$ cat src/rtl/triple_write_pkg.sv
package triple_write_pkg;
  localparam int unsigned SEL_W   = 2;
  localparam int unsigned NUM_SEL = 1 << SEL_W;
  localparam int unsigned CNT_W   = 2;
  localparam int unsigned CONFIRM = 3;
  typedef logic [SEL_W-1:0] sel_t;
  typedef logic [CNT_W-1:0] cnt_t;
  localparam sel_t RESET_SEL = sel_t'(1);
endpackage

$ cat src/rtl/triple_write_holdoff.sv
module triple_write_holdoff #(
  parameter int unsigned HOLDOFF_CYCLES = 5000
) (
  input  logic clk,
  input  logic rst_n,
  output logic ready
);
  generate
    if (HOLDOFF_CYCLES == 0) begin : g_none
      assign ready = 1'b1;
    end else begin : g_count
      localparam int unsigned HW = $clog2(HOLDOFF_CYCLES + 1);
      localparam logic [HW-1:0] LIMIT = HW'(HOLDOFF_CYCLES);
      logic [HW-1:0] cnt_q, cnt_d;
      logic          cnt_en;

      assign ready  = (cnt_q == LIMIT);
      assign cnt_en = !ready;

      always_comb begin
        cnt_d = cnt_q;
        if (cnt_en) cnt_d = cnt_q + HW'(1);
      end

      always_ff @(posedge clk or negedge rst_n) begin
        if (!rst_n)      cnt_q <= '0;
        else if (cnt_en) cnt_q <= cnt_d;
      end

      assert_ready_sticks_R9: assert property (@(posedge clk) disable iff (!rst_n)
        ready |=> ready);
    end
  endgenerate
endmodule

$ cat src/rtl/triple_write_decode.sv
module triple_write_decode
  import triple_write_pkg::*;
(
  input  logic [7:0] code,
  output logic       legal,
  output sel_t       sel
);
  logic [NUM_SEL-1:0] hit;

  generate
    for (genvar i = 0; i < NUM_SEL; i++) begin : g_match
      localparam logic [3:0] NIB = 4'(1 << i);
      assign hit[i] = (code == {NIB, NIB});
    end
  endgenerate

  always_comb begin
    sel = '0;
    for (int i = 0; i < NUM_SEL; i++)
      if (hit[i]) sel = sel_t'(i);
  end

  assign legal = |hit;

  always_comb begin
    assert_hit_onehot_R2: assert ($onehot0(hit));
  end
endmodule

$ cat src/rtl/triple_write_seq.sv
module triple_write_seq
  import triple_write_pkg::*;
(
  input  logic clk,
  input  logic rst_n,
  input  logic wr_own,
  input  logic abort,
  input  logic code_legal,
  input  sel_t code_sel,
  output sel_t sel_q,
  output sel_t pend_q,
  output cnt_t cnt_q,
  output logic commit_q
);
  localparam cnt_t LAST = cnt_t'(CONFIRM - 1);

  sel_t sel_d, pend_d;
  cnt_t cnt_d;
  logic commit_d;
  logic repeat_hit;

  assign repeat_hit = (cnt_q != '0) && (code_sel == pend_q);

  always_comb begin
    sel_d    = sel_q;
    pend_d   = pend_q;
    cnt_d    = cnt_q;
    commit_d = 1'b0;
    if (abort) begin
      cnt_d = '0;
    end else if (wr_own) begin
      if (!code_legal) begin
        cnt_d = '0;
      end else if (repeat_hit) begin
        if (cnt_q == LAST) begin
          sel_d    = code_sel;
          cnt_d    = '0;
          commit_d = 1'b1;
        end else begin
          cnt_d = cnt_q + cnt_t'(1);
        end
      end else begin
        cnt_d  = cnt_t'(1);
        pend_d = code_sel;
      end
    end
  end

  always_ff @(posedge clk or negedge rst_n) begin
    if (!rst_n) begin
      sel_q    <= RESET_SEL;
      pend_q   <= '0;
      cnt_q    <= '0;
      commit_q <= 1'b0;
    end else begin
      sel_q    <= sel_d;
      pend_q   <= pend_d;
      cnt_q    <= cnt_d;
      commit_q <= commit_d;
    end
  end

  assert_cnt_below_three_R4: assert property (@(posedge clk) disable iff (!rst_n)
    cnt_q != cnt_t'(3));
  assert_commit_clears_R5: assert property (@(posedge clk) disable iff (!rst_n)
    commit_q |-> (cnt_q == '0));
  assert_sel_moves_on_commit_R5: assert property (@(posedge clk) disable iff (!rst_n)
    !$stable(sel_q) |-> commit_q);
  assert_commit_single_R5: assert property (@(posedge clk) disable iff (!rst_n)
    commit_q |=> !commit_q);
  assert_abort_clears_R7: assert property (@(posedge clk) disable iff (!rst_n)
    abort |=> (cnt_q == '0));
  assert_bad_code_clears_R6: assert property (@(posedge clk) disable iff (!rst_n)
    (wr_own && !code_legal) |=> (cnt_q == '0) && $stable(sel_q));
endmodule

$ cat src/rtl/triple_write_sel.sv
module triple_write_sel
  import triple_write_pkg::*;
#(
  parameter int unsigned ADDR_W         = 8,
  parameter logic [ADDR_W-1:0] REG_ADDR = ADDR_W'(8'h7F),
  parameter int unsigned HOLDOFF_CYCLES = 5000
) (
  input  logic              clk,
  input  logic              rst_n,
  input  logic [ADDR_W-1:0] bus_addr,
  input  logic              bus_wr,
  input  logic              bus_rd,
  input  logic [7:0]        bus_wdata,
  output logic [7:0]        bus_rdata,
  output logic [SEL_W-1:0]  sel_id,
  output logic              sel_commit
);
  logic hit_addr, ready, wr_own, abort, code_legal, commit_q;
  sel_t code_sel, sel_q, pend_q;
  cnt_t cnt_q;
  logic [3:0] nibble;

  assign hit_addr = (bus_addr == REG_ADDR);
  assign wr_own   = bus_wr && hit_addr && ready;
  assign abort    = (bus_wr || bus_rd) && !hit_addr;

  triple_write_holdoff #(.HOLDOFF_CYCLES(HOLDOFF_CYCLES)) u_holdoff (
    .clk   (clk),
    .rst_n (rst_n),
    .ready (ready)
  );

  triple_write_decode u_decode (
    .code  (bus_wdata),
    .legal (code_legal),
    .sel   (code_sel)
  );

  triple_write_seq u_seq (
    .clk        (clk),
    .rst_n      (rst_n),
    .wr_own     (wr_own),
    .abort      (abort),
    .code_legal (code_legal),
    .code_sel   (code_sel),
    .sel_q      (sel_q),
    .pend_q     (pend_q),
    .cnt_q      (cnt_q),
    .commit_q   (commit_q)
  );

  always_comb begin
    nibble = '0;
    if (cnt_q != '0) nibble[pend_q] = 1'b1;
  end

  always_comb begin
    bus_rdata = '0;
    if (bus_rd && hit_addr) bus_rdata = {sel_q, cnt_q, nibble};
  end

  assign sel_id     = sel_q;
  assign sel_commit = commit_q;

  assert_holdoff_blocks_R9: assert property (@(posedge clk) disable iff (!rst_n)
    (bus_wr && hit_addr && !ready) |=> $stable(cnt_q) && $stable(sel_q));
  assert_own_read_keeps_R8: assert property (@(posedge clk) disable iff (!rst_n)
    (bus_rd && hit_addr && !bus_wr) |=> $stable(cnt_q) && $stable(pend_q));
  assert_nibble_form_R10: assert property (@(posedge clk) disable iff (!rst_n)
    $onehot0(nibble) && ((cnt_q == '0) == (nibble == '0)));
endmodule

$ cat config.mk
export PLATFORM = sky130hd
export DESIGN_NAME = triple_write_sel
export DESIGN_NICKNAME = d
export VERILOG_FILES = /design/src/rtl/triple_write_pkg.sv /design/src/rtl/triple_write_holdoff.sv /design/src/rtl/triple_write_decode.sv /design/src/rtl/triple_write_seq.sv /design/src/rtl/triple_write_sel.sv
export SDC_FILE = /design/constraint.sdc
export NUM_CORES = 1
export LEC_CHECK = 0
export BUFFER_PORTS_ARGS = -buffer_cell sky130_fd_sc_hd__buf_2
export CORE_ASPECT_RATIO = 1.5
export CORE_MARGIN = 2
export CORE_UTILIZATION = 55
export CTS_CLUSTER_SIZE = 8
export DETAILED_ROUTE_END_ITERATION = 10
export PLACE_DENSITY_LB_ADDON = 0.05
export SLEW_MARGIN = 20
export SYNTH_ARGS = -nofsm -noshare
export SYNTH_HDL_FRONTEND = slang
export SYNTH_HIERARCHICAL = 1
export SYNTH_SLANG_ARGS = --single-unit
$ cat constraint.sdc
create_clock -name clk -period 5 [get_ports clk]
set_clock_uncertainty 0.2 [all_clocks]
set_input_delay 0.5 -clock clk [delete_from_list [all_inputs] [get_ports clk]]
set_output_delay 0.5 -clock clk [all_outputs]
set_load 0.02 [all_outputs]
==> reports/metrics.yaml <==
status:
  status: "finished clean"
route:
  drtIter0Drc: 13
  wl_per_cell_um: 14.0
  routed_wl_um: 2500
  drt.antenna.violating_nets: 0
  drtPass1Iterations: 4
  remaining_drc_errors: 0
  vias: 1034
  via_per_inst: 5.78
setup_path:
  start_kind: "flip-flop"
  reg2reg_depth: 6
  worstPathMaxFanout: 8
  cpMaxStageDelayCell: "or4b_4"
  path_buf_inv: 0
  path_delay_family: "simple AND/OR/NAND/NOR gates"
  end_kind: "flip-flop"
  cp_num_cells: 6
  arrival_ns: 2.88
  critical_path_required_ns: 4.98
  crit_type: "reg2reg"
  crit_chain: "or4b_4, nor4_4, nand2_1, nor3_1, and3b_1, mux2_2"
  slowest_delay_ns: 0.56
layout:
  n_antenna_cell: 0
  drive_gt1_share_pct: 32.7
  final_nets: 179
  fin_cells: 179
  syn2layout_area_growth_pct: 15.9
  final_area_um2: 1480
power_and_ir_drop:
  intPower_mw: 0.216
  power_frac_seq_pct: 58.8
  comb_power_share_pct: 8.1
  swShare_pct: 21.6
  p_switching_mw: 0.0594
  leakagePower_nw: 0.678
  pwr-share-clk_pct: 33.1
  power_density_nw_per_um2: 186
  vdd_ir_drop_max_v: 0.000183
floorplanning:
  fp.dieW_um: 43.3
  core_um2: 2210
  start_util_pct: 57.7
  row_count: 21
  die_area_um2: 2720
  chipHeight_um: 62.9
  io_pins: 31
sta:
  post-route-min-period_ns: 2.90
  finalHoldViolCount: 0
  fin_tns_setup_ns: 0
  worst_pin_slew_ns: 0.448
  final_max_slew_viol_count: 0
  relSlewSlack_pct: 70.1
  fin_crit_sh_pct: 58.0
  rsz0062_at_grt: "false"
  setup_viol: 0
  max_freq_ghz: 0.345
worst_hold_path:
  holdCritPathClass: "reg2reg"
  holdPathStages: 1
clock_network:
  cts_setup_buffers: 0
  cts.path.max_buffers: 2
  clock_latency_ns: 0.29
  cts_buffers: 3
  clk_pin_slew_worst_paths_ns: 0.11
  cts_hold_buf: 1
  cts_root_buf: "clkbuf_4"
  cts_tree: "done"
  postCtsResizedCells: 0
  clock_sinks: 20
  htree_num_levels: 1
global_routing:
  gr-total-overflow: 0
  grt_usage_pct: 21.6
  grt_pass1_vias: 1070
  grt_pass1_wl_um: 4620
  grt_max_degree: 21
  antenna_found_initial: 0
logic_synthesis:
  synth.distinct_cells: 41
  synth_fp_nets: 145
  synth_flop_cell: "dfrtp_1"
  ys_seq_area_share_pct: 39.4
  yosys_warnings: 6
  postSynthAreaPerCell_um2: 10.3
  syn_area_um2: 1270
  synth-seq-cells: 20
  synth_edf_count: 0
  ys_async_sr_fraction_pct: 100
  synthCells: 123
placed_design:
  placed_cell_area_um2: 1430
  gp_congestion: 0.866
  placed_cells: 174
  io_buffers: 30
  hpwl_um: 2010
flow_run:
  max_cap_violations: 0
==> cell families after synthesis <==
group / synth area share, %
xor gates and xnor gates: 8.95
buffers and inverters: 3.84
DFF: 39.4
and+or+nand+nor: 35.4
muxes: 2.95
AOI/OAI and AO/OA: 7.47
adders and majority gates: 1.97
==> placed cells by master (no fill, tap or decap), types with 2 or more instances in the layout <==
master      n
a2bb2oi_1   2
a41oi_1     2
buf_2      30
clkbuf_4    3
dfrtp_1    19
ha_1        2
inv_1       7
mux2_2      2
nand2_1    11
nand2b_1    4
nand3_1     6
nand4_1     8
nor2_1      7
nor3_1      6
nor4_1      4
nor4b_2     2
nor4bb_1    2
o211ai_1    2
xnor2_1     9
xor2_1      4
==> final timing paths <==
path / startpoint / endpoint / slack [ns]
setup / recovery: u_holdoff/g_count.cnt_q[5] / u_seq/pend_q[1] / 2.10
hold / removal: u_holdoff/g_count.cnt_q[12] / u_holdoff/g_count.cnt_q[12] / 0.28
setup reg to reg: u_holdoff/g_count.cnt_q[5] / u_seq/pend_q[1] / 2.10
hold reg to reg: u_holdoff/g_count.cnt_q[12] / u_holdoff/g_count.cnt_q[12] / 0.28
max in group asynchronous: rst_n / u_seq/sel_q[0] / 3.78
min in group asynchronous: rst_n / u_holdoff/g_count.cnt_q[1] / 0.48
==> Yosys cell counts, types with 2 or more instances <==
| cell type | number | area (µm²) |
|---|---|---|
| inv_1 | 7 | 26.3 |
| dfrtp_1 | 19 | 475 |
| xnor2_1 | 9 | 78.8 |
| nor4bb_1 | 2 | 20.0 |
| mux2_2 | 2 | 22.5 |
| nor4b_2 | 2 | 30.0 |
| buf_6 | 2 | 22.5 |
| nor4_1 | 4 | 25.0 |
| nor2_1 | 7 | 26.3 |
| o211ai_1 | 2 | 15.0 |
| a2bb2oi_1 | 2 | 17.5 |
| a41oi_1 | 2 | 17.5 |
| nand4_1 | 8 | 50.1 |
| nand2b_1 | 4 | 25.0 |
| nor3_1 | 6 | 30.0 |
| nand2_1 | 11 | 41.3 |
| nand3_1 | 6 | 30.0 |
| ha_1 | 2 | 25.0 |
| xor2_1 | 4 | 35.0 |
==> registers in the layout, summed over array words and instances (netlist names) <==
register and cells:
u_seq/cnt_q 2, u_holdoff/g_count.cnt_q 13, u_seq/sel_q 2, u_seq/commit_q 1, u_seq/pend_q 2
==> worst register-to-register path, cell delays in order (launching register included) <==
cell	delay (ns)
dfrtp_1	0.48
or4b_4	0.56
nor4_4	0.38
nand2_1	0.09
nor3_1	0.31
and3b_1	0.40
mux2_2	0.38
==> area by class of cell <==
type	count	area [µm²]
timing repair buffer	31	160
tap	23	28.8
sequential	20	502
inverter	7	26.3
multi-input combinational	94	722
clock buffer	4	36.3
fill	183	732
==> power groups by stage <==
stage	sequential (mW)	combinational, mW	clock (mW)
detailed placement	0.165	0.0218	0
global route	0.162	0.0250	0.102
finish	0.162	0.0222	0.0911
floorplan	0.165	0.00630	0
CTS	0.162	0.0225	0.0938
global placement	0.165	0.0212	0
==> metal layers <==
metal	up-vias	track usage [%]	routed length (µm)
met3	2	2.60	40
met4	0	5.68	14
li1	526	-	-
met2	10	39.2	1420
met1	496	25.8	1030
met5	-	0	0
==> through the flow <==
stage               hold slack (ns)  worst slack, ns  total power [mW]  utilization [%]
global route                  0.313             1.88             0.288             66.8
finish                        0.277             2.10             0.275             66.8
detailed placement            0.267             2.13             0.187             64.7
CTS                           0.286             2.13             0.278             66.8
floorplan                   0.00441             2.36             0.171                -
global placement              0.265             2.23             0.186             64.7
Power figures use the tool's default switching activity.
